File: config.mk
export PLATFORM = sky130hd
export DESIGN_NAME = gpt_bank
export DESIGN_NICKNAME = d
export VERILOG_FILES = /design/src/rtl/gpt_pkg.sv /design/src/rtl/gpt_regdec.sv /design/src/rtl/gpt_channel.sv /design/src/rtl/gpt_irq_ctrl.sv /design/src/rtl/gpt_bank.sv
export SDC_FILE = /design/constraint.sdc
export NUM_CORES = 1
export LEC_CHECK = 0
export CAP_MARGIN = 20
export CORE_MARGIN = 2
export CORE_UTILIZATION = 49
export CTS_BUF_LIST = sky130_fd_sc_hd__clkbuf_4 sky130_fd_sc_hd__clkbuf_8 sky130_fd_sc_hd__clkbuf_16
export DETAILED_ROUTE_END_ITERATION = 12
export PLACE_DENSITY = 0.66
export SYNTH_ARGS = -nofsm -noshare
export SYNTH_HDL_FRONTEND = slang
export SYNTH_HIERARCHICAL = 1
export SYNTH_SLANG_ARGS = --single-unit
File: constraint.sdc
create_clock -name clk -period 9.2 [get_ports clk]
set_input_delay 1.38 -clock clk [delete_from_list [all_inputs] [get_ports clk]]
set_output_delay 1.38 -clock clk [all_outputs]
set_load 0.1 [all_outputs]
File: src/rtl/gpt_pkg.sv
package gpt_pkg;

    typedef enum logic [1:0] {
        MODE_ONESHOT = 2'd0,
        MODE_REPEAT  = 2'd1,
        MODE_RSVD    = 2'd2,
        MODE_FREERUN = 2'd3
    } gpt_mode_e;

    typedef struct packed {
        gpt_mode_e mode;
        logic      en;
    } gpt_ctrl_t;

    typedef struct packed {
        logic src_slow;
        logic div2;
    } gpt_clkcfg_t;

    // register slot within a channel page (address bits [3:2])
    localparam logic [1:0] SLOT_CTRL = 2'd0;
    localparam logic [1:0] SLOT_CLK  = 2'd1;
    localparam logic [1:0] SLOT_CNT  = 2'd2;
    localparam logic [1:0] SLOT_CMP  = 2'd3;

    // control / clock-setup bit positions
    localparam int CTRL_EN_BIT  = 0;
    localparam int CTRL_CLR_BIT = 1;
    localparam int CTRL_MODE_LO = 4;
    localparam int CLK_DIV_BIT  = 0;
    localparam int CLK_SRC_BIT  = 4;

    function automatic logic mode_has_match(gpt_mode_e m);
        return (m == MODE_ONESHOT) || (m == MODE_REPEAT);
    endfunction

endpackage

File: src/rtl/gpt_regdec.sv
module gpt_regdec #(
    parameter int ADDR_W = 8,
    parameter int NUM_CH = 6,
    localparam int CH_W   = (NUM_CH > 1) ? $clog2(NUM_CH) : 1,
    localparam int PAGE_W = ADDR_W - 4
) (
    input  logic [ADDR_W-1:0] addr,
    input  logic              we,
    output logic              sel_ien,
    output logic              sel_ack,
    output logic              ch_valid,
    output logic [CH_W-1:0]   ch_idx,
    output logic [1:0]        slot,
    output logic              ien_we,
    output logic              ack_we,
    output logic [NUM_CH-1:0] ctrl_we,
    output logic [NUM_CH-1:0] clk_we,
    output logic [NUM_CH-1:0] cmp_we
);
    import gpt_pkg::*;

    logic              aligned;
    logic [PAGE_W-1:0] page;
    logic [PAGE_W-1:0] page_m1;

    assign aligned  = (addr[1:0] == 2'b00);
    assign page     = addr[ADDR_W-1:4];
    assign page_m1  = page - PAGE_W'(1);
    assign slot     = addr[3:2];
    assign sel_ien  = aligned && (page == '0) && (slot == 2'd0);
    assign sel_ack  = aligned && (page == '0) && (slot == 2'd2);
    assign ch_valid = aligned && (page != '0) && (page <= PAGE_W'(NUM_CH));
    assign ch_idx   = page_m1[CH_W-1:0];
    assign ien_we   = we && sel_ien;
    assign ack_we   = we && sel_ack;

    for (genvar i = 0; i < NUM_CH; i++) begin : g_we
        logic hit_ch;
        assign hit_ch     = we && ch_valid && (ch_idx == CH_W'(i));
        assign ctrl_we[i] = hit_ch && (slot == SLOT_CTRL);
        assign clk_we[i]  = hit_ch && (slot == SLOT_CLK);
        assign cmp_we[i]  = hit_ch && (slot == SLOT_CMP);
    end

endmodule

File: src/rtl/gpt_channel.sv
module gpt_channel #(
    parameter int CNT_W  = 32,
    parameter int DATA_W = 32
) (
    input  logic                clk,
    input  logic                rst,
    input  logic                tick_fast,
    input  logic                tick_slow,
    input  logic                ctrl_we,
    input  logic                clk_we,
    input  logic                cmp_we,
    input  logic [DATA_W-1:0]   wdata,
    output gpt_pkg::gpt_ctrl_t   ctrl_q,
    output gpt_pkg::gpt_clkcfg_t clkcfg_q,
    output logic [CNT_W-1:0]    cnt_q,
    output logic [CNT_W-1:0]    cmp_q,
    output logic                hit
);
    import gpt_pkg::*;

    logic             phase_q;
    logic             tick_sel;
    logic             qual;
    logic             step;
    logic [CNT_W-1:0] cnt_inc;

    assign tick_sel = clkcfg_q.src_slow ? tick_slow : tick_fast;
    assign qual     = ctrl_q.en && tick_sel && !ctrl_we;
    assign step     = qual && (!clkcfg_q.div2 || phase_q);
    assign cnt_inc  = cnt_q + CNT_W'(1);
    assign hit      = step && mode_has_match(ctrl_q.mode) && (cnt_inc == cmp_q);

    always_ff @(posedge clk) begin
        if (rst) begin
            ctrl_q   <= '0;
            clkcfg_q <= '0;
            cnt_q    <= '0;
            cmp_q    <= '0;
            phase_q  <= 1'b0;
        end else begin
            if (ctrl_we) begin
                ctrl_q.en   <= wdata[CTRL_EN_BIT];
                ctrl_q.mode <= gpt_mode_e'(wdata[CTRL_MODE_LO+1:CTRL_MODE_LO]);
                if (wdata[CTRL_CLR_BIT]) begin
                    cnt_q   <= '0;
                    phase_q <= 1'b0;
                end
            end else begin
                if (qual && clkcfg_q.div2) begin
                    phase_q <= ~phase_q;
                end
                if (step) begin
                    if (hit && (ctrl_q.mode == MODE_REPEAT)) begin
                        cnt_q <= '0;
                    end else begin
                        cnt_q <= cnt_inc;
                    end
                    if (hit && (ctrl_q.mode == MODE_ONESHOT)) begin
                        ctrl_q.en <= 1'b0;
                    end
                end
            end
            if (clk_we) begin
                clkcfg_q.src_slow <= wdata[CLK_SRC_BIT];
                clkcfg_q.div2     <= wdata[CLK_DIV_BIT];
            end
            if (cmp_we) begin
                cmp_q <= wdata[CNT_W-1:0];
            end
        end
    end

endmodule

File: src/rtl/gpt_irq_ctrl.sv
module gpt_irq_ctrl #(
    parameter int NUM_CH = 6
) (
    input  logic              clk,
    input  logic              rst,
    input  logic              ien_we,
    input  logic              ack_we,
    input  logic [NUM_CH-1:0] wbits,
    input  logic [NUM_CH-1:0] hit,
    output logic [NUM_CH-1:0] ien_q,
    output logic [NUM_CH-1:0] pend_q,
    output logic              irq
);
    logic [NUM_CH-1:0] ack_mask;

    assign ack_mask = ack_we ? wbits : '0;

    always_ff @(posedge clk) begin
        if (rst) begin
            ien_q  <= '0;
            pend_q <= '0;
        end else begin
            if (ien_we) begin
                ien_q <= wbits;
            end
            // a new match outranks an acknowledge in the same cycle
            pend_q <= (pend_q & ~ack_mask) | hit;
        end
    end

    assign irq = |(pend_q & ien_q);

endmodule

File: src/rtl/gpt_bank.sv
module gpt_bank #(
    parameter int NUM_CH = 6,
    parameter int CNT_W  = 32,
    parameter int DATA_W = 32,
    parameter int ADDR_W = 8
) (
    input  logic              clk,
    input  logic              rst,
    input  logic              tick_fast,
    input  logic              tick_slow,
    input  logic [ADDR_W-1:0] bus_addr,
    input  logic              bus_we,
    input  logic [DATA_W-1:0] bus_wdata,
    output logic [DATA_W-1:0] bus_rdata,
    output logic              irq
);
    import gpt_pkg::*;

    localparam int CH_W = (NUM_CH > 1) ? $clog2(NUM_CH) : 1;

    logic              sel_ien, sel_ack, ch_valid;
    logic [CH_W-1:0]   ch_idx;
    logic [1:0]        slot;
    logic              ien_we, ack_we;
    logic [NUM_CH-1:0] ctrl_we, clk_we, cmp_we;
    logic [NUM_CH-1:0] ien_q, pend_q, hit_vec;
    logic [NUM_CH-1:0] en_vec, os_vec, nm_vec;
    logic [NUM_CH*CNT_W-1:0] cnt_flat;

    gpt_ctrl_t        ctrl_arr   [NUM_CH];
    gpt_clkcfg_t      clkcfg_arr [NUM_CH];
    logic [CNT_W-1:0] cnt_arr    [NUM_CH];
    logic [CNT_W-1:0] cmp_arr    [NUM_CH];

    gpt_regdec #(.ADDR_W(ADDR_W), .NUM_CH(NUM_CH)) u_dec (
        .addr(bus_addr), .we(bus_we),
        .sel_ien(sel_ien), .sel_ack(sel_ack), .ch_valid(ch_valid),
        .ch_idx(ch_idx), .slot(slot), .ien_we(ien_we), .ack_we(ack_we),
        .ctrl_we(ctrl_we), .clk_we(clk_we), .cmp_we(cmp_we)
    );

    for (genvar i = 0; i < NUM_CH; i++) begin : g_ch
        gpt_channel #(.CNT_W(CNT_W), .DATA_W(DATA_W)) u_ch (
            .clk(clk), .rst(rst),
            .tick_fast(tick_fast), .tick_slow(tick_slow),
            .ctrl_we(ctrl_we[i]), .clk_we(clk_we[i]), .cmp_we(cmp_we[i]),
            .wdata(bus_wdata),
            .ctrl_q(ctrl_arr[i]), .clkcfg_q(clkcfg_arr[i]),
            .cnt_q(cnt_arr[i]), .cmp_q(cmp_arr[i]), .hit(hit_vec[i])
        );
        assign en_vec[i] = ctrl_arr[i].en;
        assign os_vec[i] = (ctrl_arr[i].mode == MODE_ONESHOT);
        assign nm_vec[i] = !mode_has_match(ctrl_arr[i].mode);
        assign cnt_flat[i*CNT_W +: CNT_W] = cnt_arr[i];
    end

    gpt_irq_ctrl #(.NUM_CH(NUM_CH)) u_irq (
        .clk(clk), .rst(rst),
        .ien_we(ien_we), .ack_we(ack_we),
        .wbits(bus_wdata[NUM_CH-1:0]), .hit(hit_vec),
        .ien_q(ien_q), .pend_q(pend_q), .irq(irq)
    );

    always_comb begin
        bus_rdata = '0;
        if (sel_ien) begin
            bus_rdata[NUM_CH-1:0] = ien_q;
        end else if (sel_ack) begin
            bus_rdata[NUM_CH-1:0] = pend_q;
        end else if (ch_valid) begin
            for (int i = 0; i < NUM_CH; i++) begin
                if (ch_idx == CH_W'(i)) begin
                    unique case (slot)
                        SLOT_CTRL: begin
                            bus_rdata[CTRL_EN_BIT] = ctrl_arr[i].en;
                            bus_rdata[CTRL_MODE_LO+1:CTRL_MODE_LO] = ctrl_arr[i].mode;
                        end
                        SLOT_CLK: begin
                            bus_rdata[CLK_SRC_BIT] = clkcfg_arr[i].src_slow;
                            bus_rdata[CLK_DIV_BIT] = clkcfg_arr[i].div2;
                        end
                        SLOT_CNT: bus_rdata[CNT_W-1:0] = cnt_arr[i];
                        default:  bus_rdata[CNT_W-1:0] = cmp_arr[i];
                    endcase
                end
            end
        end
    end

endmodule

==> results.json <==
{
  "synth_top_area_frac": 0.2853,
  "slew_violations": 0,
  "fin_crit_ns": 7.452,
  "drtPass1Iterations": 6,
  "r2r-end": "g_ch[5].u_ch/cnt_q[9]",
  "leakagePower_nw": 10.87,
  "path_class": "input pin to primary output",
  "syn_area_um2": 30320,
  "vias": 28880,
  "r2r_start": "g_ch[5].u_ch/cnt_q[0]",
  "die_w_um": 252.7,
  "cts-buffers-inserted": 51,
  "p_int_mw": 3.298,
  "syn_to_final_growth_pct": 7.953,
  "dpl-instance-area_um2": 30810,
  "p_per_area_nw_per_um2": 134.5,
  "grt-ovfl-total": 0,
  "async_reset_ff_frac": 0,
  "ys_types": 98,
  "setup_viol": 0,
  "fmax_mhz": 134.2,
  "reg2reg_depth": 10,
  "place_congestion": 1.004,
  "drive_above_1_share": 0.08557,
  "cp-start-kind": "input pin",
  "crit_path_end": "bus_rdata[5]",
  "antenna_found_initial": 6,
  "rows": 91,
  "p_switching_mw": 1.103,
  "avgRoutedWirePerCell_um": 27.04,
  "io-pin-count": 78,
  "finClkSkew_ns": 0.02791,
  "grt_util_all_layers": 0.3567,
  "synth_top_family_by_area": "simple AND/OR/NAND/NOR gates",
  "wirelength_mm": 117.3,
  "critPathRequiredTime_ns": 7.82,
  "peakVddDrop_mv": 0.1406,
  "coreArea_um2": 61480,
  "seqPwrFrac": 0.426,
  "holdCritPathClass": "flop to flop",
  "finalHoldViolCount": 0,
  "htreeDepth": 2,
  "start_util": 0.4931,
  "clk_pin_slew_ns": 0.06,
  "maxSlewHeadroom": 0.2172,
  "arrival_ns": 6.07,
  "syn_inst": 3637,
  "clkSinkCount": 432,
  "synthMuxAreaShare": 0.1562,
  "grt_pass1_vias": 25690,
  "status": "finished clean",
  "synthXorXnorAreaFrac": 0.06992,
  "ys.flop_type": "dfxtp_1",
  "yosysTopAreaCell": "dfxtp_1",
  "ant_nets": 0,
  "rsz0062_at_grt": "false",
  "final_nets": 3556,
  "insertion_delay_ns": 0.64,
  "yosys.area_share.simple": 0.2709,
  "grt_max_degree": 114,
  "synth_edf_count": 0,
  "tns_ns": 0,
  "r2r_setup_slack_ns": 4.34,
  "post-route-period-util": 0.8100,
  "worst-slew-pin-transition_ns": 1.171,
  "drv_cap": 0,
  "die_area_um2": 63870,
  "io_buffers": 77,
  "postCtsResizedCells": 0,
  "cts_setup_buffers": 0,
  "yosys.area_share.adder": 0.004540,
  "cts_root_buf": "clkbuf_16",
  "synth-compound-area-share": 0.1534,
  "cp_max_fo": 21,
  "stdcell_area_um2": 32730,
  "synth-warning-count": 6,
  "cts_tree": "yes",
  "crit_start": "bus_addr[4]",
  "switching_share": 0.2507,
  "dp_hpwl_mm": 83.81,
  "comb_power_share": 0.061,
  "viasPerCell": 6.660,
  "avgSynthCellArea_um2": 8.335,
  "hold_buffers": 0,
  "drt_iter0_drc": 3518,
  "clock_power_share": 0.513,
  "ctsLongestPathBuffers": 3,
  "synth_area_leaders": "dfxtp_1 (29%), mux2i_1 (13%), xnor2_1 (4.4%)",
  "route.detailed.drc": 0,
  "ys_seq_area_frac": 0.2853,
  "crit_path_end_kind": "primary output",
  "fp.dieH_um": 252.7,
  "synth_nets": 3693,
  "synth-seq-cells": 432,
  "grt_pass1_wl_mm": 171.5
}
[metrics by stage]
step	worst slack, ns	total power, mW	hold slack, ns	util	cells
after CTS	1.899	4.409	0.5127	0.5316	4330
after global placement	1.919	2.173	0.4967	0.5007	4235
after floorplan	2.773	2.065	0.4749	-	3637
after global routing	1.666	4.500	0.5375	0.5321	4332
final	1.748	4.401	0.5179	0.5323	4337
after detailed placement	1.906	2.174	0.4985	0.5011	4236
[how the worst min path moves through the flow]
| stage | from | depth (start not counted) | endpoint |
|---|---|---|---|
| finish | g_ch[0].u_ch/phase_q | 2 | g_ch[0].u_ch/phase_q |
| global placement | g_ch[0].u_ch/ctrl_q[1] | 2 | g_ch[0].u_ch/ctrl_q[1] |
| detailed placement | g_ch[0].u_ch/phase_q | 2 | g_ch[0].u_ch/phase_q |
| CTS | g_ch[0].u_ch/phase_q | 2 | g_ch[0].u_ch/phase_q |
| floorplan | g_ch[0].u_ch/phase_q | 2 | g_ch[0].u_ch/phase_q |
| global route | g_ch[0].u_ch/phase_q | 2 | g_ch[0].u_ch/phase_q |
[kinds of logic (layout without fill, tap and decap cells)]
| kind of cell | Yosys count | count (layout) |
|---|---|---|
| AND/OR/NAND/NOR | 1522 | 1522 |
| XOR/XNOR | 242 | 242 |
| buffers and inverters | 356 | 260 |
| adder cells (fa/ha/maj) | 11 | 11 |
| AO/OA/AOI/OAI | 648 | 648 |
| multiplexers | 426 | 426 |
| other | 0 | 6 |
| flip-flops | 432 | 432 |
[critical path: stages]
cell             delay, ns
clkdlybuf4s50_1       0.46
inv_2                 0.39
ha_1                  0.29
nand2b_1              0.18
nor3_1                0.87
nor2_1                0.08
nand2_1               0.40
buf_4                 0.37
a311oi_2              0.08
a222oi_1              0.29
o21ai_1               0.24
clkdlybuf4s50_1       1.03
[synthesized netlist by cell type (21+ instances only)]
library cell / instances
nand2_1: 284
nor4_1: 45
a21oi_1: 121
or3_1: 30
nand2b_1: 41
o311ai_0: 28
nor2_1: 351
o22a_1: 31
a22o_1: 21
mux2i_1: 385
and4_1: 38
clkbuf_1: 152
xor2_1: 88
nor2b_1: 53
o211ai_1: 27
xnor2_1: 154
buf_4: 24
buf_6: 33
dfxtp_1: 432
nand4_1: 112
o22ai_1: 21
a31oi_1: 65
inv_1: 51
buf_1: 27
and2_1: 33
and3_1: 54
mux4_2: 37
o21ai_0: 63
nand3b_1: 29
nor3_1: 86
o21ai_1: 44
buf_2: 60
nand3_1: 232
[layout by cell type (no fill, tap or decap), types with 63 or more instances in the layout]
| master | synthesis | routed |
|---|---|---|
| xnor2_1 | 154 | 154 |
| a21oi_1 | 121 | 121 |
| mux2i_1 | 385 | 385 |
| o21ai_0 | 63 | 63 |
| dfxtp_1 | 432 | 432 |
| a31oi_1 | 65 | 65 |
| clkdlybuf4s50_1 | 0 | 74 |
| nand2_1 | 284 | 283 |
| xor2_1 | 88 | 88 |
| nor3_1 | 86 | 83 |
| nand4_1 | 112 | 112 |
| nand3_1 | 232 | 232 |
| nor2_1 | 351 | 349 |
[state kept, by name, summed over array words and instances, names as in the netlist]
signal,cells
g_ch.u_ch/clkcfg_q,12
g_ch.u_ch/ctrl_q,18
u_irq/ien_q,6
g_ch.u_ch/cmp_q,192
g_ch.u_ch/cnt_q,192
u_irq/pend_q,6
g_ch.u_ch/phase_q,6
[per-layer routing]
metal  vias up  wire (um)  GRT usage
met5         -          7          0
met4         2       7592     0.2137
met3       293      11630    0.07477
met2      1563      50510     0.5338
met1     13850      47550     0.4714
li1      13170          -          -
[power by group through the flow]
stage | sequential (mW) | clock [mW] | combinational (mW)
floorplan | 1.91 | 0 | 0.151
global placement | 1.91 | 0 | 0.258
detailed placement | 1.91 | 0 | 0.260
CTS | 1.87 | 2.28 | 0.261
global route | 1.87 | 2.35 | 0.275
finish | 1.87 | 2.26 | 0.269
[cell type report]
class / count / area, um2
Multi-Input combinational cell: 2849 / 19910
Timing Repair Buffer: 115 / 1100
Clock buffer: 74 / 1555
Sequential cell: 432 / 8648
Clock inverter: 20 / 316.6
Fill cell: 5820 / 28760
Antenna cell: 6 / 15.01
Tap cell: 790 / 988.4
Inverter: 51 / 191.4
No activity file was read; power rests on OpenSTA's default activity.
